--- config.mk ---
export PLATFORM = sky130hd
export DESIGN_NAME = wiper_cmd_decoder
export DESIGN_NICKNAME = d
export VERILOG_FILES = /design/src/rtl/wcd_pkg.sv /design/src/rtl/wcd_control.sv /design/src/rtl/wcd_datapath.sv /design/src/rtl/wiper_cmd_decoder.sv
export SDC_FILE = /design/constraint.sdc
export NUM_CORES = 1
export LEC_CHECK = 0
export BUFFER_PORTS_ARGS = -buffer_cell sky130_fd_sc_hd__buf_2
export CAP_MARGIN = 10
export CORE_MARGIN = 1.5
export CORE_UTILIZATION = 50
export CTS_CLUSTER_SIZE = 20
export DETAILED_ROUTE_END_ITERATION = 7
export PLACE_DENSITY_LB_ADDON = 0.2
export SYNTH_ARGS = -nofsm -noshare
export SYNTH_HDL_FRONTEND = slang
export SYNTH_HIERARCHICAL = 1
export SYNTH_SLANG_ARGS = --single-unit
--- constraint.sdc ---
create_clock -name clk -period 6.1 [get_ports clk]
set_input_delay 1.22 -clock clk [delete_from_list [all_inputs] [get_ports clk]]
set_output_delay 1.22 -clock clk [all_outputs]
set_load 0.05 [all_outputs]
--- src/rtl/wcd_pkg.sv ---
package wcd_pkg;

  typedef enum logic [3:0] {
    CMD_NOP      = 4'd0,
    CMD_WR_WIPER = 4'd1,
    CMD_RD_WIPER = 4'd2,
    CMD_STORE    = 4'd3,
    CMD_RESTORE  = 4'd4,
    CMD_RD_MEM   = 4'd5,
    CMD_RD_LAST  = 4'd6,
    CMD_WR_CTRL  = 4'd7,
    CMD_RD_CTRL  = 4'd8,
    CMD_SHUTDOWN = 4'd9
  } cmd_e;

  typedef enum logic [1:0] {
    MOP_NONE    = 2'd0,
    MOP_STORE   = 2'd1,
    MOP_RESTORE = 2'd2,
    MOP_READ    = 2'd3
  } memop_e;

  typedef enum logic [2:0] {
    RB_ECHO,
    RB_WIPER,
    RB_CTRL,
    RB_LAST,
    RB_MEM
  } rbsel_e;

  // Strobes from the control half to the register half
  typedef struct packed {
    logic   wiperFromCmd;
    logic   wiperFromMem;
    logic   wiperToMid;
    logic   ctrlLoad;
    logic   shutSet;
    logic   shutClr;
    logic   storeDone;
    logic   storeOk;
    logic   rbLoad;
    rbsel_e rbSel;
  } strobe_t;

endpackage

--- src/rtl/wcd_control.sv ---
module wcd_control
  import wcd_pkg::*;
#(
  parameter int DATA_W = 10,
  parameter int ADDR_W = 6,
  parameter int SLOTS  = 50
) (
  input  logic              clk,
  input  logic              rstN,
  input  logic              cmdValid,
  input  logic [3:0]        cmdCode,
  input  logic [ADDR_W-1:0] cmdAddr,
  input  logic              memBusy,
  input  logic              memAck,
  input  logic              memOk,
  input  logic [DATA_W-1:0] wiperIn,
  input  logic              wrEn,
  input  logic              prgEn,
  input  logic [ADDR_W-1:0] lastAddr,
  output strobe_t           strb,
  output logic              memReq,
  output logic [1:0]        memOp,
  output logic [ADDR_W-1:0] memAddr
);

  localparam logic [ADDR_W-1:0] SLOT_MAX = ADDR_W'(SLOTS);
  localparam logic [ADDR_W-1:0] ONE      = ADDR_W'(1);

  cmd_e              code;
  memop_e            opReg;
  logic [ADDR_W-1:0] addrReg;
  logic              busy;
  logic              accept;
  logic              ackNow;
  logic              startReq;
  memop_e            startOp;
  logic [ADDR_W-1:0] startAddr;

  assign code   = cmd_e'(cmdCode);
  assign busy   = memBusy | memReq;
  assign accept = cmdValid & ~busy;
  assign ackNow = memReq & memAck;

  always_comb begin
    strb      = '0;
    strb.rbSel = RB_ECHO;
    startReq  = 1'b0;
    startOp   = MOP_NONE;
    startAddr = '0;

    if (cmdValid && !ackNow) begin
      strb.rbLoad = 1'b1;
    end

    if (accept) begin
      case (code)
        CMD_WR_WIPER: strb.wiperFromCmd = wrEn;
        CMD_RD_WIPER: strb.rbSel = RB_WIPER;
        CMD_STORE: begin
          if (prgEn && (lastAddr < SLOT_MAX)) begin
            startReq  = 1'b1;
            startOp   = MOP_STORE;
            startAddr = lastAddr + ONE;
          end
        end
        CMD_RESTORE: begin
          strb.shutClr = 1'b1;
          if (lastAddr == '0) begin
            strb.wiperToMid = 1'b1;
          end else begin
            startReq  = 1'b1;
            startOp   = MOP_RESTORE;
            startAddr = lastAddr;
          end
        end
        CMD_RD_MEM: begin
          startReq  = 1'b1;
          startOp   = MOP_READ;
          startAddr = cmdAddr;
        end
        CMD_RD_LAST:  strb.rbSel = RB_LAST;
        CMD_WR_CTRL:  strb.ctrlLoad = 1'b1;
        CMD_RD_CTRL:  strb.rbSel = RB_CTRL;
        CMD_SHUTDOWN: begin
          strb.shutSet = cmdAddr[0];
          strb.shutClr = ~cmdAddr[0];
        end
        default: ;
      endcase
    end

    if (ackNow) begin
      case (opReg)
        MOP_STORE: begin
          strb.storeDone = 1'b1;
          strb.storeOk   = memOk;
        end
        MOP_RESTORE: strb.wiperFromMem = 1'b1;
        MOP_READ: begin
          strb.rbLoad = 1'b1;
          strb.rbSel  = RB_MEM;
        end
        default: ;
      endcase
    end
  end

  always_ff @(posedge clk) begin
    if (!rstN) begin
      memReq  <= 1'b0;
      opReg   <= MOP_NONE;
      addrReg <= '0;
    end else if (startReq) begin
      memReq  <= 1'b1;
      opReg   <= startOp;
      addrReg <= startAddr;
    end else if (ackNow) begin
      memReq  <= 1'b0;
    end
  end

  assign memOp   = opReg;
  assign memAddr = addrReg;


  req_hold_chk: assert property (@(posedge clk) disable iff (!rstN)
    memReq && !memAck |=> memReq && $stable(memOp) && $stable(memAddr));


  store_addr_chk: assert property (@(posedge clk) disable iff (!rstN)
    memReq && memOp == 2'd1 |-> memAddr != '0 && memAddr <= SLOT_MAX);


  wiper_protect_chk: assert property (@(posedge clk) disable iff (!rstN)
    cmdValid && cmdCode == 4'd1 && !wrEn && !memReq |=> $stable(wiperIn));


  busy_ignore_chk: assert property (@(posedge clk) disable iff (!rstN)
    cmdValid && memBusy && !memReq |=> $stable(wiperIn) && !$rose(memReq));

endmodule

--- src/rtl/wcd_datapath.sv ---
module wcd_datapath
  import wcd_pkg::*;
#(
  parameter int DATA_W = 10,
  parameter int ADDR_W = 6,
  parameter int CODE_W = 4,
  parameter int WORD_W = 2 + CODE_W + DATA_W
) (
  input  logic              clk,
  input  logic              rstN,
  input  strobe_t           strb,
  input  logic [CODE_W-1:0] cmdCode,
  input  logic [DATA_W-1:0] cmdData,
  input  logic [DATA_W-1:0] memRdData,
  output logic [DATA_W-1:0] wiper,
  output logic              shutdown,
  output logic              wrEn,
  output logic              prgEn,
  output logic              prgOk,
  output logic [ADDR_W-1:0] lastAddr,
  output logic [WORD_W-1:0] readWord
);

  localparam logic [DATA_W-1:0] MID = {1'b1, {(DATA_W-1){1'b0}}};

  logic [WORD_W-1:0] rbNext;

  always_comb begin
    case (strb.rbSel)
      RB_WIPER: rbNext = WORD_W'(wiper);
      RB_CTRL:  rbNext = WORD_W'({prgOk, wrEn, prgEn});
      RB_LAST:  rbNext = WORD_W'(lastAddr);
      RB_MEM:   rbNext = WORD_W'(memRdData);
      default:  rbNext = WORD_W'({cmdCode, cmdData});
    endcase
  end

  always_ff @(posedge clk) begin
    if (!rstN) begin
      wiper    <= MID;
      shutdown <= 1'b0;
      wrEn     <= 1'b0;
      prgEn    <= 1'b0;
      prgOk    <= 1'b0;
      lastAddr <= '0;
      readWord <= '0;
    end else begin
      if (strb.wiperFromCmd)      wiper <= cmdData;
      else if (strb.wiperFromMem) wiper <= memRdData;
      else if (strb.wiperToMid)   wiper <= MID;

      if (strb.shutSet)      shutdown <= 1'b1;
      else if (strb.shutClr) shutdown <= 1'b0;

      if (strb.ctrlLoad) begin
        wrEn  <= cmdData[1];
        prgEn <= cmdData[0];
      end

      if (strb.storeDone) begin
        prgOk <= strb.storeOk;
        if (strb.storeOk) lastAddr <= lastAddr + ADDR_W'(1);
      end

      if (strb.rbLoad) readWord <= rbNext;
    end
  end


  ok_readonly_chk: assert property (@(posedge clk) disable iff (!rstN)
    strb.ctrlLoad |=> $stable(prgOk));

endmodule

--- src/rtl/wiper_cmd_decoder.sv ---
module wiper_cmd_decoder
  import wcd_pkg::*;
#(
  parameter int DATA_W = 10,
  parameter int ADDR_W = 6,
  parameter int SLOTS  = 50
) (
  input  logic              clk,
  input  logic              rstN,
  input  logic              cmdValid,
  input  logic [3:0]        cmdCode,
  input  logic [DATA_W-1:0] cmdData,
  output logic [DATA_W+5:0] readWord,
  output logic [DATA_W-1:0] wiper,
  output logic              shutdown,
  output logic              memReq,
  output logic [1:0]        memOp,
  output logic [ADDR_W-1:0] memAddr,
  output logic [DATA_W-1:0] memWrData,
  input  logic              memAck,
  input  logic              memOk,
  input  logic [DATA_W-1:0] memRdData,
  input  logic              memBusy
);

  localparam int CODE_W = 4;

  strobe_t           strb;
  logic              wrEn;
  logic              prgEn;
  logic              prgOk;
  logic [ADDR_W-1:0] lastAddr;

  wcd_control #(.DATA_W(DATA_W), .ADDR_W(ADDR_W), .SLOTS(SLOTS)) i_control (
    .clk      (clk),
    .rstN     (rstN),
    .cmdValid (cmdValid),
    .cmdCode  (cmdCode),
    .cmdAddr  (cmdData[ADDR_W-1:0]),
    .memBusy  (memBusy),
    .memAck   (memAck),
    .memOk    (memOk),
    .wiperIn  (wiper),
    .wrEn     (wrEn),
    .prgEn    (prgEn),
    .lastAddr (lastAddr),
    .strb     (strb),
    .memReq   (memReq),
    .memOp    (memOp),
    .memAddr  (memAddr)
  );

  wcd_datapath #(.DATA_W(DATA_W), .ADDR_W(ADDR_W), .CODE_W(CODE_W)) i_datapath (
    .clk       (clk),
    .rstN      (rstN),
    .strb      (strb),
    .cmdCode   (cmdCode),
    .cmdData   (cmdData),
    .memRdData (memRdData),
    .wiper     (wiper),
    .shutdown  (shutdown),
    .wrEn      (wrEn),
    .prgEn     (prgEn),
    .prgOk     (prgOk),
    .lastAddr  (lastAddr),
    .readWord  (readWord)
  );

  assign memWrData = wiper;

endmodule

==> results of run 1 <==
==> layout by cell type (no fill, tap or decap), types with 3 or more instances in the layout <==
cell and n:
buf_2 74, nand3_1 6, o21ai_0 27, a211oi_1 11
nand2_1 17, o21ai_1 3, xor2_1 4, nand2b_1 11
dfxtp_1 43, nor2_1 14, nor3_1 17, o21a_1 4
ha_1 3, nor4bb_1 4, nor4_1 3, nor2b_1 14
inv_1 11, nor3b_1 11, and3b_1 7, a21oi_1 13
nor3_2 3, mux2i_1 8, o211ai_1 5, a211oi_2 5
clkbuf_8 6, a41oi_1 4, or3_1 3, a31oi_1 10
==> synthesized netlist by cell type (2+ instances only) <==
cell	instances
o22ai_1	2
buf_4	15
mux2i_1	8
o21a_1	4
ha_1	3
a31oi_1	10
a211oi_1	11
a21oi_1	13
nand2b_1	11
and3b_1	7
nor3_1	20
o21ai_1	3
nor3b_1	11
mux2_2	2
o21ai_0	27
nand3_1	6
dfxtp_1	43
a41oi_1	4
o311a_1	2
nand2_1	17
nor4_1	4
and3_1	2
nor2_1	14
o211ai_1	5
or3_1	3
o41ai_1	2
clkbuf_2	2
a211oi_2	5
or3b_1	2
xor2_1	4
a21boi_1	2
clkbuf_1	10
buf_6	4
o22a_1	2
buf_2	3
nor2b_1	14
inv_1	11
nor4bb_1	4
==> tightest hold or removal path, stage by stage, from the launching register on <==
cell and delay [ns]:
dfxtp_1 0.31, nand2b_1 0.06, a21oi_1 0.05
==> sequential cells by signal, summed over array words and instances (netlist names) <==
register and count:
i_control/memAddr 6, i_control/memOp 2, i_control/memReq 1, i_datapath/lastAddr 6
i_datapath/prgEn 1, i_datapath/prgOk 1, i_datapath/readWord 14, i_datapath/shutdown 1
i_datapath/wiper 10, i_datapath/wrEn 1
==> power breakdown <==
group          leakage [nW]  switching (mW)  internal, mW
Clock                0.0612           0.101         0.133
Sequential            0.350         0.00394         0.287
Combinational         0.871          0.0625        0.0257
Total                  1.28           0.167         0.446
==> through the flow <==
stage	hold slack [ns]	std cells
floorplan	0.451	339
global placement	0.455	449
detailed placement	0.450	449
CTS	0.471	457
global route	0.479	458
finish	0.467	458
==> how the worst max path moves through the flow <==
stage | slack [ns] | endpoint | from | depth (start not counted)
final | 2.57 | i_datapath/readWord[5]$_SDFFE_PN0P_ | memBusy | 7
after global routing | 2.35 | i_datapath/readWord[4]$_SDFFE_PN0P_ | cmdValid | 7
after CTS | 2.57 | i_datapath/readWord[5]$_SDFFE_PN0P_ | memBusy | 6
after detailed placement | 2.26 | i_datapath/readWord[5]$_SDFFE_PN0P_ | memBusy | 6
after global placement | 2.43 | i_datapath/readWord[2]$_SDFFE_PN0P_ | memBusy | 6
after floorplan | 3.19 | i_datapath/readWord[2]$_SDFFE_PN0P_ | memBusy | 7
==> metal layers <==
metal  up-vias  track usage  share of wire
met4         0       0.0696          0.018
met3        12       0.0459          0.054
li1       1330            -              -
met5         -            0              0
met2        83        0.386           0.45
met1      1225        0.339           0.48
==> logic make-up after synthesis <==
kind of cell	count (synthesis)
AOI/OAI and AO/OA	104
other	1
and+or+nand+nor	125
xor gates and xnor gates	5
DFF	43
muxes	10
adders and majority gates	3
buffers and inverters	47
==> final cells by class <==
type / instances / area share
Clock buffer: 6 / 0.0259
Tap cell: 72 / 0.0283
Timing Repair Buffer: 75 / 0.119
Sequential cell: 43 / 0.270
Clock inverter: 2 / 0.0110
Multi-Input combinational cell: 249 / 0.533
Inverter: 11 / 0.0130
==> results.py, run 1 <==
metrics = {
    "run_status": {
        "status": "complete, no violations",
    },
    "final_layout": {
        "utilization": 0.583,
        "register_area_um2": 861,
        "fin_nets": 418,
        "fillers": 536,
        "area_delta_synth_final_pct": 13.4,
        "num_antenna_cells": 0,
        "fin_area_um2": 3190,
        "multi_input_area_um2": 1700,
        "drive_gt1_frac": 0.269,
    },
    "critical_path": {
        "timing.rr.end": "i_datapath/readWord[5]$_SDFFE_PN0P_",
        "cp_data_arrival_time_ns": 3.67,
        "crit_path_top_delay_cell": "nor3_2",
        "reg2reg_depth": 6,
        "reg2reg_from": "i_control/memReq$_SDFFE_PN0P_",
        "critical_path_class": "in2reg",
        "path_cells": "buf_2 > or3b_1 > nor3_2 > nor3_1 > buf_2 > o21ai_0 > a41oi_1",
        "cp_slowest_stage_delay_ns": 1.00,
        "crit_path_frequent_cell": "buf_2",
        "crit_path_end_kind": "register",
        "critPathRequiredTime_ns": 6.23,
        "worst_setup_path_start_kind": "input pin",
        "cp_top_family": "simple AND/OR/NAND/NOR gates",
        "regToRegSetupSlack_ns": 3.20,
        "path_max_fanout": 23,
        "path_buf_inv": 2,
    },
    "route": {
        "drt_iter0_markers": 233,
        "ant_nets": 0,
        "vias": 2650,
        "wirelength_um": 7150,
        "routedWlPerCell_um": 15.6,
        "viasPerCell": 5.79,
        "drc": 0,
        "drt_first_pass_iters": 4,
    },
    "clock_tree": {
        "cts_buffer_depth": 2,
        "cts_hold_buf": 0,
        "root_buffer": "clkbuf_8",
        "cts_made_buffers": 5,
        "ctsResizeCount": 0,
        "cts_max_level": 2,
        "path_clk_slew_ns": 0.08,
        "cts_tree": "yes",
        "clock_latency_ns": 0.30,
        "post_cts_buffers": 0,
        "clock_sink_count": 43,
    },
    "synthesis": {
        "yosysUniqueCellTypes": 64,
        "synth_top_cell_area_share": 0.306,
        "yosys.area_share.xor_xnor": 0.0156,
        "ys.warnings.count": 6,
        "netlist_area_um2": 2810,
        "ys.flop_type": "dfxtp_1",
        "synth_fa_ha_area_frac": 0.0134,
        "seq_area_frac_synth": 0.306,
        "synth.area.mux_share": 0.0365,
        "synth_area_leaders": "dfxtp_1 (31%), o21ai_0 (4.8%), buf_4 (4.0%)",
        "synth_area_leader_cell": "dfxtp_1",
        "yosys.area_share.simple": 0.271,
        "netlist_instances": 338,
        "synth_edf_count": 0,
        "synth_compound_area_frac": 0.258,
        "ys_ff_latch": 43,
        "ys_async_sr_fraction": 0,
        "post_synth.cell_area_avg_um2": 8.31,
        "synth_top_family_by_area": "simple AND/OR/NAND/NOR gates",
    },
    "job": {
        "cap_violations": 0,
    },
    "floorplanning": {
        "core_area_um2": 5470,
        "dieArea_um2": 6080,
        "pin_count": 76,
        "start_util": 0.513,
        "fp.dieW_um": 78.0,
        "rows": 27,
        "die_height_um": 78.0,
    },
    "place": {
        "place_ws_ns": 2.26,
        "gp_congestion": 0.864,
        "post-dp-hpwl_um": 5220,
        "placement.io_buffers": 73,
        "place_area_um2": 3070,
    },
    "sta": {
        "final-setup-viol-count": 0,
        "drv_slew": 0,
        "period_share": 0.580,
        "hold_violations": 0,
        "fmax_mhz": 283,
        "tns_ns": 0,
        "rsz0062_at_grt": "no",
        "setup_slack_ns": 2.57,
        "period_needed_ns": 3.53,
        "slew_headroom": 0.209,
        "tightestPinTransition_ns": 1.18,
        "fin_skew_ns": 0.00767,
    },
    "grt": {
        "groute.usage.overall": 0.245,
        "grt_pass1_wl_um": 11800,
        "grt_max_degree": 25,
        "antenna_found_initial": 0,
        "grt_pass1_vias": 2344,
        "overflow": 0,
    },
    "min_path": {
        "min_delay_path_depth": 2,
        "min_from": "i_datapath/readWord[12]$_SDFFE_PN0P_",
        "holdPathEnd": "i_datapath/readWord[12]$_SDFFE_PN0P_",
        "hold_class": "reg2reg",
    },
    "power_and_ir_drop": {
        "total_power_mw": 0.613,
        "power_density_nw_per_um2": 192,
        "peakVddDrop_mv": 0.150,
        "p_leak_nw": 1.28,
    },
}
Note: power is estimated with default switching activity, not from simulation.
==> run 2: changes to the inputs <==
Settings changed: CORE_UTILIZATION 50 to 48.
Clock period 6.1 ns to 3.19 ns, I/O delays scaled along.
==> results.py, run 2 (same netlist as run 1, synthesis figures left out) <==
metrics = {
    "power_and_ir_drop": {
        "total_power_mw": 1.10,
        "power_density_nw_per_um2": 342,
        "p_leak_nw": 1.30,
        "peakVddDrop_mv": 0.181,
    },
    "critical_path": {
        "cp_data_arrival_time_ns": 2.52,
        "critical_path_class": "in2reg",
        "path_buf_inv": 2,
        "cp-endpoint": "i_datapath/readWord[0]$_SDFFE_PN0P_",
        "critPathRequiredTime_ns": 3.39,
        "worst_setup_path_start_kind": "input pin",
        "cp_slowest_stage_delay_ns": 0.52,
        "reg2reg_from": "i_control/memReq$_SDFFE_PN0P_",
        "worst-path-stages": 7,
        "regToRegSetupSlack_ns": 0.92,
        "crit_path_top_delay_cell": "nor3_2",
        "cp_top_family": "simple AND/OR/NAND/NOR gates",
        "path_cells": "buf_2 > or3b_1 > nor3_2 > buf_4 > o21ai_0 > o311a_1 > o41ai_1",
        "crit_start": "memBusy",
        "path_max_fanout": 11,
        "timing.rr.end": "i_datapath/readWord[0]$_SDFFE_PN0P_",
        "crit_path_end_kind": "register",
        "reg2reg_depth": 6,
    },
    "clock_tree": {
        "clock_sink_count": 43,
        "cts_buffer_depth": 2,
        "cts_max_level": 2,
        "cts_hold_buf": 0,
        "ctsResizeCount": 0,
        "path_clk_slew_ns": 0.09,
        "cts_made_buffers": 5,
        "root_buffer": "clkbuf_8",
        "cts_tree": "yes",
        "post_cts_buffers": 0,
        "clock_latency_ns": 0.31,
    },
    "final_layout": {
        "reg_top3": "i_datapath/readWord x14, i_datapath/wiper x10",
        "num_antenna_cells": 0,
        "drive_gt1_frac": 0.282,
        "largest_reg_flops": 14,
        "layout_commonest_cell": "buf_2",
        "largest-register": "i_datapath/readWord",
        "fin_nets": 425,
        "area_delta_synth_final_pct": 14.6,
        "fin_area_um2": 3220,
        "final_cell_mix": "buf_2 (73), dfxtp_1 (43), o21ai_0 (27), nand2_1 (17), nor3_1 (17)",
    },
    "route": {
        "wirelength_um": 7310,
        "drt_first_pass_iters": 4,
        "drc": 0,
        "ant_nets": 0,
        "routedWlPerCell_um": 15.7,
        "drt_iter0_markers": 164,
        "viasPerCell": 5.80,
        "vias": 2699,
    },
    "floorplanning": {
        "core_area_um2": 5570,
        "rows": 27,
        "fp.dieW_um": 79.5,
        "dieArea_um2": 6320,
        "die_height_um": 79.5,
        "pin_count": 76,
        "start_util": 0.504,
    },
    "place": {
        "gp_congestion": 0.870,
        "placement.io_buffers": 73,
        "place_area_um2": 3130,
        "post-dp-hpwl_um": 5310,
    },
    "sta": {
        "final-setup-viol-count": 0,
        "tns_ns": 0,
        "hold_violations": 0,
        "drv_slew": 0,
        "rsz0062_at_grt": "no",
        "fin_skew_ns": 0.0125,
        "slew_headroom": 0.293,
        "tightestPinTransition_ns": 1.05,
        "period_share": 0.729,
        "fmax_mhz": 430,
        "period_needed_ns": 2.32,
    },
    "grt": {
        "grt_pass1_wl_um": 11700,
        "groute.usage.overall": 0.235,
        "overflow": 0,
        "antenna_found_initial": 0,
        "grt_max_degree": 24,
        "grt_pass1_vias": 2399,
    },
    "job": {
        "cap_violations": 0,
    },
    "min_path": {
        "hold_class": "reg2reg",
    },
    "run_status": {
        "status": "complete, no violations",
    },
}
-- run 2: worst min path at each step --
stage,start,endpoint,depth (start not counted)
2_1_floorplan,i_datapath/prgOk$_SDFFE_PN0P_,i_datapath/prgOk$_SDFFE_PN0P_,2
3_3_place_gp,i_datapath/readWord[1]$_SDFFE_PN0P_,i_datapath/readWord[1]$_SDFFE_PN0P_,2
3_5_place_dp,i_datapath/readWord[1]$_SDFFE_PN0P_,i_datapath/readWord[1]$_SDFFE_PN0P_,2
4_1_cts,i_datapath/readWord[1]$_SDFFE_PN0P_,i_datapath/readWord[1]$_SDFFE_PN0P_,2
5_1_grt,i_datapath/readWord[11]$_SDFFE_PN0P_,i_datapath/readWord[11]$_SDFFE_PN0P_,2
6_report,i_datapath/readWord[1]$_SDFFE_PN0P_,i_datapath/readWord[1]$_SDFFE_PN0P_,2
-- run 2: where the power goes --
group	internal (mW)	leakage [nW]	switching, mW	total [mW]
clock	0.157	0.0443	0.215	0.372
combinational	0.0520	0.910	0.121	0.173
sequential	0.550	0.350	0.00720	0.557
-- run 2: layer usage --
metal  vias up  part of all wire  track usage
li1       1343                 -            -
met1      1268              0.47        0.315
met2        79              0.47        0.376
met3         9             0.053       0.0446
met4         0             0.011       0.0754
met5         -                 0            0
-- run 2: tightest hold or removal path, stage by stage, from the launching register on --
cell and delay, ns:
dfxtp_1 0.34, nand2_1 0.05, o41ai_1 0.05
-- run 2: layout make-up --
type | count | area, um^2
multi-input combinational | 249 | 1700
tap | 72 | 90.1
clock inverter | 3 | 25.0
inverter | 11 | 41.3
fill | 538 | 2350
timing repair buffer | 82 | 433
clock buffer | 5 | 68.8
sequential | 43 | 861
-- run 2: through the flow --
| stage | util | instances | worst slack (ns) | hold WS, ns |
|---|---|---|---|---|
| 3_5_place_dp | 0.561 | 457 | 0.588 | 0.442 |
| 4_1_cts | 0.578 | 465 | 0.901 | 0.471 |
| 3_3_place_gp | 0.561 | 457 | 0.582 | 0.447 |
| 6_report | 0.578 | 465 | 0.865 | 0.465 |
| 2_1_floorplan | - | 339 | 0.858 | 0.451 |
| 5_1_grt | 0.578 | 465 | 0.668 | 0.492 |
==> run 3: changes to the inputs <==
Settings changed: CORE_UTILIZATION 48 to 50.
Clock period 3.19 ns to 2.37 ns, I/O delays scaled along.
==> results.py, run 3 (same netlist as run 1, synthesis figures left out) <==
metrics = {
    "sta": {
        "period_share": 0.918,
        "final-setup-viol-count": 0,
        "rsz0062_at_grt": "no",
        "fmax_mhz": 459,
        "period_needed_ns": 2.18,
        "fin_skew_ns": 0.00570,
        "hold_violations": 0,
        "setup_slack_ns": 0.193,
        "tns_ns": 0,
        "slew_headroom": 0.220,
        "tightestPinTransition_ns": 1.16,
        "drv_slew": 0,
    },
    "clock_tree": {
        "cts_made_buffers": 5,
        "cts_max_level": 2,
        "cts_tree": "yes",
        "clock_latency_ns": 0.30,
        "post_cts_buffers": 0,
        "clock_sink_count": 43,
        "cts_buffer_depth": 2,
        "cts_hold_buf": 0,
        "root_buffer": "clkbuf_8",
        "ctsResizeCount": 0,
        "path_clk_slew_ns": 0.08,
    },
    "place": {
        "placement.io_buffers": 73,
        "place_ws_ns": -0.0280,
        "post-dp-hpwl_um": 5550,
        "gp_congestion": 0.821,
    },
    "critical_path": {
        "worst_setup_path_start_kind": "input pin",
        "crit_path_end_kind": "register",
        "critical_path_class": "in2reg",
        "crit_path_top_delay_cell": "nor3_1",
        "cp_data_arrival_time_ns": 2.41,
        "path_cells": "buf_2 > nor2b_1 > a22oi_1 > nor3_2 > nor3_1 > o21ai_0 > a41oi_1",
        "critPathRequiredTime_ns": 2.60,
        "path_max_fanout": 12,
        "cp_slowest_stage_delay_ns": 0.92,
    },
    "final_layout": {
        "layout_commonest_cell": "buf_2",
        "fillers": 541,
        "register_area_um2": 861,
        "drive_gt1_frac": 0.301,
        "num_antenna_cells": 0,
        "largest_reg_flops": 14,
        "multi_input_area_um2": 1700,
        "reg_top3": "i_datapath/readWord x14, i_datapath/wiper x10",
        "final_cell_mix": "buf_2 (73), dfxtp_1 (43), o21ai_0 (27), buf_4 (21)",
        "largest-register": "i_datapath/readWord",
        "area_delta_synth_final_pct": 18.0,
        "fin_nets": 437,
    },
    "grt": {
        "grt_pass1_vias": 2522,
        "grt_max_degree": 24,
        "grt_pass1_wl_um": 12100,
        "overflow": 0,
        "antenna_found_initial": 0,
        "groute.usage.overall": 0.252,
    },
    "floorplanning": {
        "core_area_um2": 5470,
        "fp.dieW_um": 78.0,
        "rows": 27,
        "pin_count": 76,
        "dieArea_um2": 6080,
        "start_util": 0.513,
        "die_height_um": 78.0,
    },
    "route": {
        "ant_nets": 0,
        "wirelength_um": 7550,
        "drt_iter0_markers": 142,
        "vias": 2761,
        "viasPerCell": 5.79,
        "drc": 0,
        "routedWlPerCell_um": 15.8,
        "drt_first_pass_iters": 4,
    },
    "run_status": {
        "status": "complete, no violations",
    },
    "min_path": {
        "hold_class": "in2reg",
    },
    "power_and_ir_drop": {
        "p_leak_nw": 1.37,
        "total_power_mw": 1.52,
        "peakVddDrop_mv": 0.233,
        "power_density_nw_per_um2": 457,
    },
    "job": {
        "cap_violations": 0,
    },
}
run 3: cell types whose count changed in the layout (fill, tap and decap cells not counted):
cell	before	now
clkinvlp_4	1	0
clkbuf_8	5	7
buf_4	9	21
clkbuf_1	0	1
clkinv_4	2	0
run 3: worst max-delay path, delay by kind of cell:
family / cells / cell delay (ns)
buffers and inverters: 1 / 0.14
and+or+nand+nor: 3 / 1.14
AOI/OAI and AO/OA: 3 / 0.66
run 3: area by class of cell:
type	instances	area share
repair buffers	94	0.158
inverters	11	0.0125
clock buffers	8	0.0302
well taps	72	0.0272
flip-flops and latches	43	0.260
multi-input cells	249	0.513
run 3: report_power, final:
part / internal (mW) / switching [mW]
combinational: 0.0751 / 0.165
sequential: 0.739 / 0.0100
clock: 0.266 / 0.260
run 3: per-stage QoR:
step / instances / hold WS [ns] / util / instance area, um^2
floorplan: 339 / 0.451 / - / 2810
global route: 477 / 0.463 / 0.606 / 3320
finish: 477 / 0.422 / 0.606 / 3320
global placement: 469 / 0.453 / 0.588 / 3220
detailed placement: 469 / 0.453 / 0.588 / 3220
CTS: 477 / 0.424 / 0.606 / 3320
run 3: metal layers:
layer / share of wire / routed length (um) / GRT usage / vias to the layer above
met1: 0.45 / 3410 / 0.331 / 1289
met2: 0.47 / 3550 / 0.412 / 89
met3: 0.057 / 429 / 0.0471 / 12
li1: - / - / - / 1371
met5: 0 / 0 / 0 / -
met4: 0.020 / 151 / 0.0857 / 0
run 3: path summary, 6_finish.rpt:
path,slack [ns],from,end,cells after the start
setup / recovery,0.19,cmdCode[2],i_datapath/readWord[3]$_SDFFE_PN0P_,7
hold reg to reg,0.47,i_datapath/readWord[12]$_SDFFE_PN0P_,i_datapath/readWord[12]$_SDFFE_PN0P_,2
hold / removal,0.42,cmdData[9],i_datapath/wiper[9]$_SDFFE_PN1P_,3
setup reg to reg,0.22,i_control/memReq$_SDFFE_PN0P_,i_datapath/readWord[3]$_SDFFE_PN0P_,5
